### config.mk
export PLATFORM = sky130hd
export DESIGN_NAME = acc_store_shifter
export DESIGN_NICKNAME = d
export VERILOG_FILES = /design/src/rtl/stsh_pkg.sv /design/src/rtl/stsh_half_mux.sv /design/src/rtl/stsh_out_reg.sv /design/src/rtl/acc_store_shifter.sv
export SDC_FILE = /design/constraint.sdc
export NUM_CORES = 1
export LEC_CHECK = 0
export BUFFER_PORTS_ARGS = -buffer_cell sky130_fd_sc_hd__buf_2
export CAP_MARGIN = 25
export CORE_ASPECT_RATIO = 1.25
export CORE_UTILIZATION = 48
export CTS_CLUSTER_DIAMETER = 40
export DETAILED_ROUTE_END_ITERATION = 12
export HOLD_SLACK_MARGIN = 0.02
export PLACE_DENSITY = 0.78
export SYNTH_ARGS = -nofsm -noshare
export SYNTH_HDL_FRONTEND = slang
export SYNTH_SLANG_ARGS = --single-unit
export TNS_END_PERCENT = 30
### constraint.sdc
create_clock -name clk_i -period 1.5 [get_ports clk_i]
set_input_delay 0.075 -clock clk_i [delete_from_list [all_inputs] [get_ports clk_i]]
set_output_delay 0.075 -clock clk_i [all_outputs]
set_load 0.03 [all_outputs]
### src/rtl/stsh_pkg.sv
package stsh_pkg;

    localparam int ACC_W_DEFAULT = 32;
    localparam int SH_W_DEFAULT  = 3;

    typedef enum logic {
        HALF_LOW  = 1'b0,
        HALF_HIGH = 1'b1
    } half_sel_e;

    // Number of distinct shift amounts for a given count width.
    function automatic int shift_choices(input int sh_w);
        return 1 << sh_w;
    endfunction

endpackage

### src/rtl/stsh_half_mux.sv
module stsh_half_mux #(
    parameter int ACC_W = stsh_pkg::ACC_W_DEFAULT,
    parameter int SH_W  = stsh_pkg::SH_W_DEFAULT
) (
    input  logic [ACC_W-1:0]      acc_i,
    input  stsh_pkg::half_sel_e   half_i,
    input  logic [SH_W-1:0]       shamt_i,
    output logic [ACC_W/2-1:0]    word_o
);
    localparam int HALF_W = ACC_W / 2;
    localparam int N_SH   = stsh_pkg::shift_choices(SH_W);

    logic [HALF_W-1:0] cand_hi [N_SH];
    logic [HALF_W-1:0] cand_lo [N_SH];

    // One fixed-distance shifter per amount; the count only steers a mux.
    for (genvar k = 0; k < N_SH; k++) begin : g_amt
        logic [ACC_W-1:0]  full_sh;
        logic [HALF_W-1:0] low_sh;
        assign full_sh    = acc_i << k;
        assign low_sh     = acc_i[HALF_W-1:0] << k;
        assign cand_hi[k] = full_sh[ACC_W-1:HALF_W];
        assign cand_lo[k] = low_sh;
    end

    always_comb begin
        if (half_i == stsh_pkg::HALF_HIGH)
            word_o = cand_hi[shamt_i];
        else
            word_o = cand_lo[shamt_i];
    end
endmodule

### src/rtl/stsh_out_reg.sv
module stsh_out_reg #(
    parameter int W = 16
) (
    input  logic         clk_i,
    input  logic         rst_i,
    input  logic         load_i,
    input  logic [W-1:0] d_i,
    output logic [W-1:0] q_o,
    output logic         vld_o
);
    always_ff @(posedge clk_i) begin
        if (rst_i) begin
            q_o   <= '0;
            vld_o <= 1'b0;
        end else begin
            vld_o <= load_i;
            if (load_i)
                q_o <= d_i;
        end
    end
endmodule

### src/rtl/acc_store_shifter.sv
module acc_store_shifter #(
    parameter int ACC_W = stsh_pkg::ACC_W_DEFAULT,
    parameter int SH_W  = stsh_pkg::SH_W_DEFAULT
) (
    input  logic               clk_i,
    input  logic               rst_i,
    input  logic               req_i,
    input  logic               half_hi_i,
    input  logic [SH_W-1:0]    shamt_i,
    input  logic [ACC_W-1:0]   acc_i,
    output logic [ACC_W/2-1:0] word_o,
    output logic               word_vld_o
);
    localparam int HALF_W = ACC_W / 2;

    typedef struct packed {
        logic [ACC_W-1:0]    acc;
        stsh_pkg::half_sel_e half;
        logic [SH_W-1:0]     shamt;
    } store_req_t;

    store_req_t        req_s;
    logic [HALF_W-1:0] shifted;

    always_comb begin
        req_s.acc   = acc_i;
        req_s.half  = stsh_pkg::half_sel_e'(half_hi_i);
        req_s.shamt = shamt_i;
    end

    stsh_half_mux #(.ACC_W(ACC_W), .SH_W(SH_W)) mux_i (
        .acc_i   (req_s.acc),
        .half_i  (req_s.half),
        .shamt_i (req_s.shamt),
        .word_o  (shifted)
    );

    stsh_out_reg #(.W(HALF_W)) out_i (
        .clk_i  (clk_i),
        .rst_i  (rst_i),
        .load_i (req_i),
        .d_i    (shifted),
        .q_o    (word_o),
        .vld_o  (word_vld_o)
    );
endmodule

==> summary.md, run 1 <==
| Metric | Value |
|---|---|
| Status | `finished, final reports clean` |
| Setup bufs post-CTS | `0` |
| RD Place Congestion | `0.9388` |
| TritonCTS Sinks | `17` |
| Die Ht | `75.39 um` |
| Post-synthesis sequential area ratio | `0.1645` |
| Pleak | `0.001215 uW` |
| Seq pwr share | `0.304` |
| Site Rows | `26` |
| Skew final | `0 ps` |
| Reg-to-reg endpoint | `out_i.q_o[2]` |
| Starting density of the core | `0.5046` |
| Antenna-violating nets left | `0` |
| CP Launch Type | `primary input` |
| Rel. slew slack | `0.6841` |
| Non-filler instance count after layout | `349` |
| Max Freq | `710.4 MHz` |
| Synth Warn # | `0` |
| Share of cells above drive strength 1 | `0.4232` |
| Grt ovf | `0` |
| R2R depth | `3` |
| Placed Instances | `345` |
| Htree depth | `1` |
| CP Data Required Time | `1640 ps` |
| Hold-fix buffers, CTS | `0` |
| Final Setup Violations | `0` |
| Switching share of power | `0.3697` |
| Global routing's busiest layer | `met2` |
| Grt met1 use | `0.3706` |
| Tightest Pin Transition | `472.2 ps` |
| Drt wl/cell | `18.56 um` |
| Hold_sp | `rst_i` |
| CTS max path bufs | `2` |
| First-pass GRT wire length | `10.07 mm` |
| Vias in the first global route | `2,077` |
| M2 GR Usage | `0.5018` |
| Syn Inst Count | `218` |
| Internal | `1056 uW` |
| Synth cell types | `41` |
| Count of max-cap constraint violations | `0` |
| RSZ-0062 raised after global routing | `false` |
| Syn_nets | `257` |
| Skew-Pair Late Insertion Delay | `250 ps` |
| Diodes inserted | `0` |
| Final Max Tran Viols | `0` |
| Input/output buffers | `55` |
| DR iter-0 viols | `113` |
| Vias/cell | `6.318` |
| Fraction of registers with async set/reset | `0` |
| Worst setup EP type | `flop` |
| Fin crit share | `0.9384` |
| DRC | `0` |
| Routed via count | `2,205` |
| Critical register-to-register path startpoint | `out_i.q_o[2]` |
| Minimum clock period | `1408 ps` |
| Pwr dens | `623.8 nW/um^2` |
| Synthesized area | `2068 um^2` |
| Die X-Extent | `60.71 um` |
| WP data arrival | `1550 ps` |
| Critical path type | `primary input to flop` |
| Syn Area/Cell | `9.487 um^2` |
| Final hold violation count | `0` |
| Clock Power Share | `0.212` |
| Number of gates resized after cts | `1` |
| Peak supply drop | `0.3126 mV` |
| GRT Total Usage | `0.3026` |
| Clock transition at path regs | `70 ps` |
| Core area | `4099 um^2` |
| Post-DP HPWL | `5.117 mm` |
| Pin count of the biggest net entering global routing | `28` |
| Most used DFF post-synth | `dfxtp_1` |
| CP max FO | `10` |
| Top Ports | `56` |
| Met3 usage | `0.05942` |
| CTS tree | `yes` |
| WHS Path Cells | `2` |
| Initial antenna violation count | `0` |
| Comb power frac | `0.484` |
| CTS Buf Count | `3` |
| Clock root cell | `clkbuf_8` |
| Setup slack, reg-to-reg | `680 ps` |
| Seq cells post-synth | `17` |
| Final WL | `6.479 mm` |
| DRT Pass-1 Iters | `5` |
| WHS Endpoint | `out_i.q_o[3]` |
| Net count, final | `333` |
| Synth-to-layout area growth | `29.82%` |
| Final TNS setup | `0 ps` |
| Die area | `4577 um^2` |
| Psw | `619.2 uW` |
| Hold Crit Class | `primary input to flop` |
| EDFF count, synth | `0` |
[per-layer routing]
layer,wire [um],up-vias
li1,-,1007
met2,3196,140
met3,534,27
met4,251,0
met5,0,-
met1,2497,1031
[logic make-up after synthesis]
kind of cell    synth area share
compound gates            0.1392
flops                     0.1646
buf+inv                  0.06594
mux                       0.4628
simple gates              0.1676
[cell type report]
| type | instances | area, um^2 |
|---|---|---|
| timing repair buffer | 95 | 631.9 |
| sequential | 17 | 340.3 |
| clock inverter | 1 | 5.005 |
| tap | 56 | 70.07 |
| clock buffer | 3 | 41.29 |
| fill | 361 | 1414 |
| multi-input combinational | 177 | 1597 |
[flip-flops by register name, indices dropped and copies added (netlist names)]
| name | count |
|---|---|
| out_i.vld_o | 1 |
| out_i.q_o | 16 |
[metrics by stage]
stage                     hold WS (ps)  utilization  setup WS [ps]  cell area (um^2)  power [uW]
after global placement           402.2       0.6410         -224.4              2628        1291
after CTS                        154.3       0.6532          34.39              2678        1663
final                            165.1       0.6551          92.43              2685        1675
after global routing             177.7       0.6551          28.58              2685        1742
after detailed placement         417.8       0.6410         -270.2              2628        1307
after floorplan                  293.5            -          10.27              2068        1015
[power by group through the flow]
stage	logic, uW	registers [uW]	clock network [uW]
4_1_cts	795	509	359
5_1_grt	860	513	369
3_3_place_gp	773	518	0
6_report	811	509	356
3_5_place_dp	788	519	0
2_1_floorplan	421	595	0
[layout by cell type, fill, tap and decap left out, drive strengths merged, types with 5 or more instances in the layout]
master  instances
nand3b          5
nor2           17
nor3            8
dfxtp          17
nor2b           8
mux2            7
mux2i          39
mux4           21
a21oi           6
nand3           6
nand2          17
buf            94
o21ai           6
[worst max-delay path by stage]
| stage | end | slack, ps | start | depth (start not counted) |
|---|---|---|---|---|
| floorplan | out_i.q_o[5] | 10 | shamt_i[0] | 7 |
| global placement | out_i.q_o[12] | -220 | shamt_i[1] | 7 |
| detailed placement | out_i.q_o[5] | -270 | shamt_i[1] | 7 |
| CTS | out_i.q_o[5] | 30 | shamt_i[1] | 7 |
| global route | out_i.q_o[3] | 30 | shamt_i[1] | 8 |
| finish | out_i.q_o[15] | 90 | shamt_i[1] | 5 |
[synth_stat cells (all sizes together) (5+ instances only)]
library cell | count | share of area
mux2i | 39 | 0.19
nor2 | 17 | 0.031
o21ai | 6 | 0.015
a21oi | 6 | 0.015
mux4 | 21 | 0.24
nand2 | 17 | 0.031
dfxtp | 17 | 0.16
mux2 | 7 | 0.038
nor2b | 8 | 0.024
nand3b | 5 | 0.018
nor3 | 8 | 0.019
nand3 | 6 | 0.015
buf | 20 | 0.058
[critical path: stages]
cell and delay (ps):
clkbuf_4 200, mux4_1 580, mux4_2 460, mux2i_1 170, nor2_1 60
Power figures use the tool's default switching activity.
==> inputs of run 2 (changes only) <==
Settings changed: CORE_ASPECT_RATIO 1.25 to unset.
==> summary.md, run 2 (synthesized netlist as in run 1, its figures left out) <==
| Metric | Value |
|---|---|
| Status | `finished, final reports clean` |
| Top Ports | `56` |
| WP data arrival | `1570 ps` |
| Setup WS post-layout | `91.89 ps` |
| Final Setup Violations | `0` |
| GRT Total Usage | `0.3045` |
| CP Launch Type | `primary input` |
| Fin crit share | `0.9387` |
| DRT Pass-1 Iters | `4` |
| Comb power frac | `0.479` |
| Footprint of the multi-input gates | `1595 um^2` |
| Core area | `4058 um^2` |
| Hold Crit Class | `primary input to flop` |
| Diodes inserted | `0` |
| Most Frequent Cell on Critical Path | `mux2i_1` |
| Critical-path top delay cell | `mux4_2` |
| Psw | `623.2 uW` |
| Initial antenna violation count | `0` |
| Fillcell total | `327` |
| Cell Chain, Critical Path | `buf_2, buf_4, mux2i_2, mux2i_1, mux4_2, mux2i_1, nor2_1` |
| First-pass GRT wire length | `10.04 mm` |
| Starting density of the core | `0.5097` |
| Vias/cell | `6.257` |
| Largest Register | `out_i.q_o` |
| Input/output buffers | `55` |
| Hold-fix buffers, CTS | `0` |
| Pleak | `0.001220 uW` |
| Internal | `1062 uW` |
| Critical path type | `primary input to flop` |
| Drt wl/cell | `18.82 um` |
| Antenna-violating nets left | `0` |
| Crit path buf inv count | `2` |
| Post-DP HPWL | `5.309 mm` |
| CTS max path bufs | `2` |
| Design Area, Final | `2679 um^2` |
| Peak supply drop | `0.3644 mV` |
| Worst setup EP type | `flop` |
| Setup bufs post-CTS | `0` |
| Die Ht | `67.64 um` |
| Vias in the first global route | `1,939` |
| Pin count of the biggest net entering global routing | `19` |
| Site Rows | `23` |
| CTS tree | `yes` |
| Synth-to-layout area growth | `29.52%` |
| CP Data Required Time | `1660 ps` |
| Max Freq | `710.2 MHz` |
| Most frequent cells in the layout | `buf_2, buf_4, mux2i_1` |
| Final WL | `6.511 mm` |
| Max FFs per register | `16` |
| Tightest Pin Transition | `686.3 ps` |
| Minimum clock period | `1408 ps` |
| Pwr dens | `628.9 nW/um^2` |
| Seq pwr share | `0.301` |
| Skew final | `0 ps` |
| Most common cell after layout, fill and taps aside | `buf_2` |
| RSZ-0062 raised after global routing | `false` |
| Area after DPL | `2630 um^2` |
| Net count, final | `336` |
| Final hold violation count | `0` |
| Grt ovf | `0` |
| TritonCTS Sinks | `17` |
| Share of cells above drive strength 1 | `0.4257` |
| Die area | `4575 um^2` |
| Crit path max-delay family | `multiplexers` |
| CP max FO | `9` |
| Die X-Extent | `67.64 um` |
| DR iter-0 viols | `157` |
| Final Max Tran Viols | `0` |
| Number of gates resized after cts | `0` |
| Clock root cell | `clkbuf_8` |
| Final TNS setup | `0 ps` |
| Biggest regs | `out_i.q_o x16, out_i.vld_o x1` |
| Placement-stage worst setup slack | `-193.5 ps` |
| DRC | `0` |
| Routed via count | `2,165` |
| Rel. slew slack | `0.5306` |
| Critical Path Max Stage Delay | `470 ps` |
| RD Place Congestion | `0.9862` |
| CTS Buf Count | `3` |
| Htree depth | `1` |
| FF+latch area | `340.3 um^2` |
| Switching share of power | `0.3699` |
| Count of max-cap constraint violations | `0` |
| Skew-Pair Late Insertion Delay | `260 ps` |
| Clock transition at path regs | `80 ps` |
| Clock Power Share | `0.220` |
run 2: area by class of cell:
cell class                 instances  share of cell area
clock buffer                       4             0.01681
multi-input combinational        177              0.5955
sequential                        17              0.1270
tap                               50             0.02335
timing repair buffer              98              0.2373
run 2: worst reg2reg max path, cell delays in order (launching register included):
cell	delay, ps
dfxtp_1	330
nor2_1	40
a2111oi_0	340
run 2: path summary, 6_finish.rpt:
check	slack [ps]	endpoint	cells past startpoint	start
max	90	out_i.q_o[5]	7	shamt_i[1]
min	170	out_i.vld_o	3	rst_i
max reg2reg	670	out_i.q_o[13]	2	out_i.q_o[13]
min reg2reg	460	out_i.q_o[14]	2	out_i.q_o[14]
run 2: per-stage QoR:
| stage | instances | hold WS, ps | util | power (uW) |
|---|---|---|---|---|
| after detailed placement | 342 | 434.4 | 0.6482 | 1314 |
| final | 346 | 169.1 | 0.6602 | 1685 |
| after floorplan | 218 | 293.5 | - | 1015 |
| after global routing | 346 | 181.6 | 0.6602 | 1763 |
| after global placement | 342 | 424.1 | 0.6482 | 1301 |
| after CTS | 346 | 166.2 | 0.6593 | 1677 |
run 2: metal layers:
layer | track usage | share of wire
met5 | 0 | 0
met4 | 0.1037 | 0.023
met3 | 0.03041 | 0.077
met2 | 0.4616 | 0.46
met1 | 0.4446 | 0.44
run 2: power by group through the flow:
stage | Clock [uW] | Combinational (uW) | Sequential, uW
after detailed placement | 0 | 795 | 518
after floorplan | 0 | 421 | 595
after global placement | 0 | 785 | 516
final | 371 | 806 | 508
after global routing | 388 | 863 | 513
after CTS | 372 | 798 | 508
==> inputs of run 3 (changes only) <==
Settings changed: CELL_PAD_IN_SITES_DETAIL_PLACEMENT set to 1, CELL_PAD_IN_SITES_GLOBAL_PLACEMENT set to 1, CORE_UTILIZATION 48 to 36.
==> summary.md, run 3 (synthesized netlist as in run 1, its figures left out) <==
| Metric | Value |
|---|---|
| Final Max Tran Viols | `0` |
| Net count, final | `332` |
| Die Ht | `77.80 um` |
| Pwr dens | `628.8 nW/um^2` |
| Drt wl/cell | `20.22 um` |
| Peak supply drop | `0.2804 mV` |
| Hold-fix buffers, CTS | `0` |
| Area after DPL | `2628 um^2` |
| Setup slack, reg-to-reg | `660 ps` |
| Tightest Pin Transition | `406.4 ps` |
| Most frequent cells in the layout | `buf_2, mux2i_1, buf_4` |
| Site Rows | `27` |
| Fin crit share | `0.9676` |
| First-pass GRT wire length | `11.57 mm` |
| Count of max-cap constraint violations | `0` |
| TritonCTS Sinks | `17` |
| Die area | `6052 um^2` |
| RD Place Congestion | `0.9434` |
| Skew final | `0 ps` |
| Initial antenna violation count | `0` |
| Core area | `5507 um^2` |
| Largest Register | `out_i.q_o` |
| R2R depth | `2` |
| Non-filler instance count after layout | `364` |
| Diodes inserted | `0` |
| Input/output buffers | `55` |
| Max Freq | `689.0 MHz` |
| Rel. slew slack | `0.7220` |
| Pleak | `0.001204 uW` |
| Grt ovf | `0` |
| Setup WS post-layout | `48.63 ps` |
| Vias in the first global route | `2,238` |
| Worst setup EP type | `flop` |
| Critical path type | `primary input to flop` |
| CTS Buf Count | `3` |
| Post-DP HPWL | `6.091 mm` |
| CTS max path bufs | `2` |
| RSZ-0062 raised after global routing | `false` |
| Max FFs per register | `16` |
| Biggest regs | `out_i.q_o x16, out_i.vld_o x1` |
| Clock transition at path regs | `70 ps` |
| Htree depth | `1` |
| Final core occ | `0.4867` |
| Placed Instances | `360` |
| Final hold violation count | `0` |
| Starting density of the core | `0.3756` |
| Design Area, Final | `2680 um^2` |
| Die X-Extent | `77.80 um` |
| Placement-stage worst setup slack | `-262.5 ps` |
| Synth-to-layout area growth | `29.58%` |
| DRC | `0` |
| Reg-to-reg endpoint | `out_i.q_o[13]` |
| WHS Endpoint | `out_i.vld_o` |
| Hold Crit Class | `primary input to flop` |
| Hold_sp | `rst_i` |
| Clock root cell | `clkbuf_8` |
| Overall power | `1685 uW` |
| Pin count of the biggest net entering global routing | `20` |
| Minimum clock period | `1451 ps` |
| GRT Total Usage | `0.2502` |
| Critical register-to-register path startpoint | `out_i.q_o[13]` |
| Share of cells above drive strength 1 | `0.4178` |
| WP data arrival | `1600 ps` |
| WHS Path Cells | `3` |
| Vias/cell | `5.997` |
| Final Setup Violations | `0` |
| CP max FO | `11` |
| Antenna-violating nets left | `0` |
| Routed via count | `2,183` |
| CP Launch Type | `primary input` |
| Fillcell total | `671` |
| CTS tree | `yes` |
| Most common cell after layout, fill and taps aside | `buf_2` |
| Skew-Pair Late Insertion Delay | `250 ps` |
| DR iter-0 viols | `162` |
| DRT Pass-1 Iters | `4` |
| Top Ports | `56` |
| Final WL | `7.360 mm` |
| CP Data Required Time | `1650 ps` |
| Status | `finished, final reports clean` |
[run 3: cell types whose count changed in the layout (fill, tap and decap cells not counted)]
cell      change
buf_4         -3
a211oi_1      -1
a211oi_2      +1
buf_2         -1
mux2i_1       +1
mux2i_2       -1
[run 3: how the worst max path moves through the flow]
stage,startpoint,to,slack [ps]
final,shamt_i[1],out_i.q_o[5],50
after global routing,shamt_i[1],out_i.q_o[5],20
after CTS,shamt_i[1],out_i.q_o[11],90
after detailed placement,shamt_i[1],out_i.q_o[11],-260
after global placement,shamt_i[1],out_i.q_o[11],-200
after floorplan,shamt_i[0],out_i.q_o[5],10
[run 3: worst max-delay path, stage by stage]
cell,delay [ps]
buf_4,180
buf_4,170
mux2i_1,300
mux2i_1,180
mux4_2,500
mux2i_1,150
nor2_1,50
[run 3: layout make-up]
type,instances,area [um^2],area share
Sequential cell,17,340.3,0.1270
Multi-Input combinational cell,177,1597,0.5957
Timing Repair Buffer,94,608.1,0.2269
Clock buffer,4,45.04,0.01681
Tap cell,72,90.09,0.03361
[run 3: repair_timing]
item / CTS / global route
cloned: 0 / 0
endpoints found under the setup margin: 2 / 1
gates resized for setup: 1 / 1
buffers inserted: 0 / 0
[run 3: per-stage QoR]
step / TNS (ps) / hold WS, ps
final: 0 / 173.0
after global routing: 0 / 176.2
after CTS: 0 / 168.5
after detailed placement: -1923 / 438.4
after global placement: -1212 / 430.3
after floorplan: 0 / 293.5
[run 3: power by group]
group	switching (uW)	total, uW	internal (uW)
Sequential	18.0	508	490
Clock	172	361	189
Combinational	439	816	377
Total	629	1690	1060
[run 3: metal layers]
metal	part of all wire	global-route usage
met2	0.48	0.4310
met5	0	0
met4	0.021	0.08302
met1	0.44	0.3221
met3	0.055	0.03059
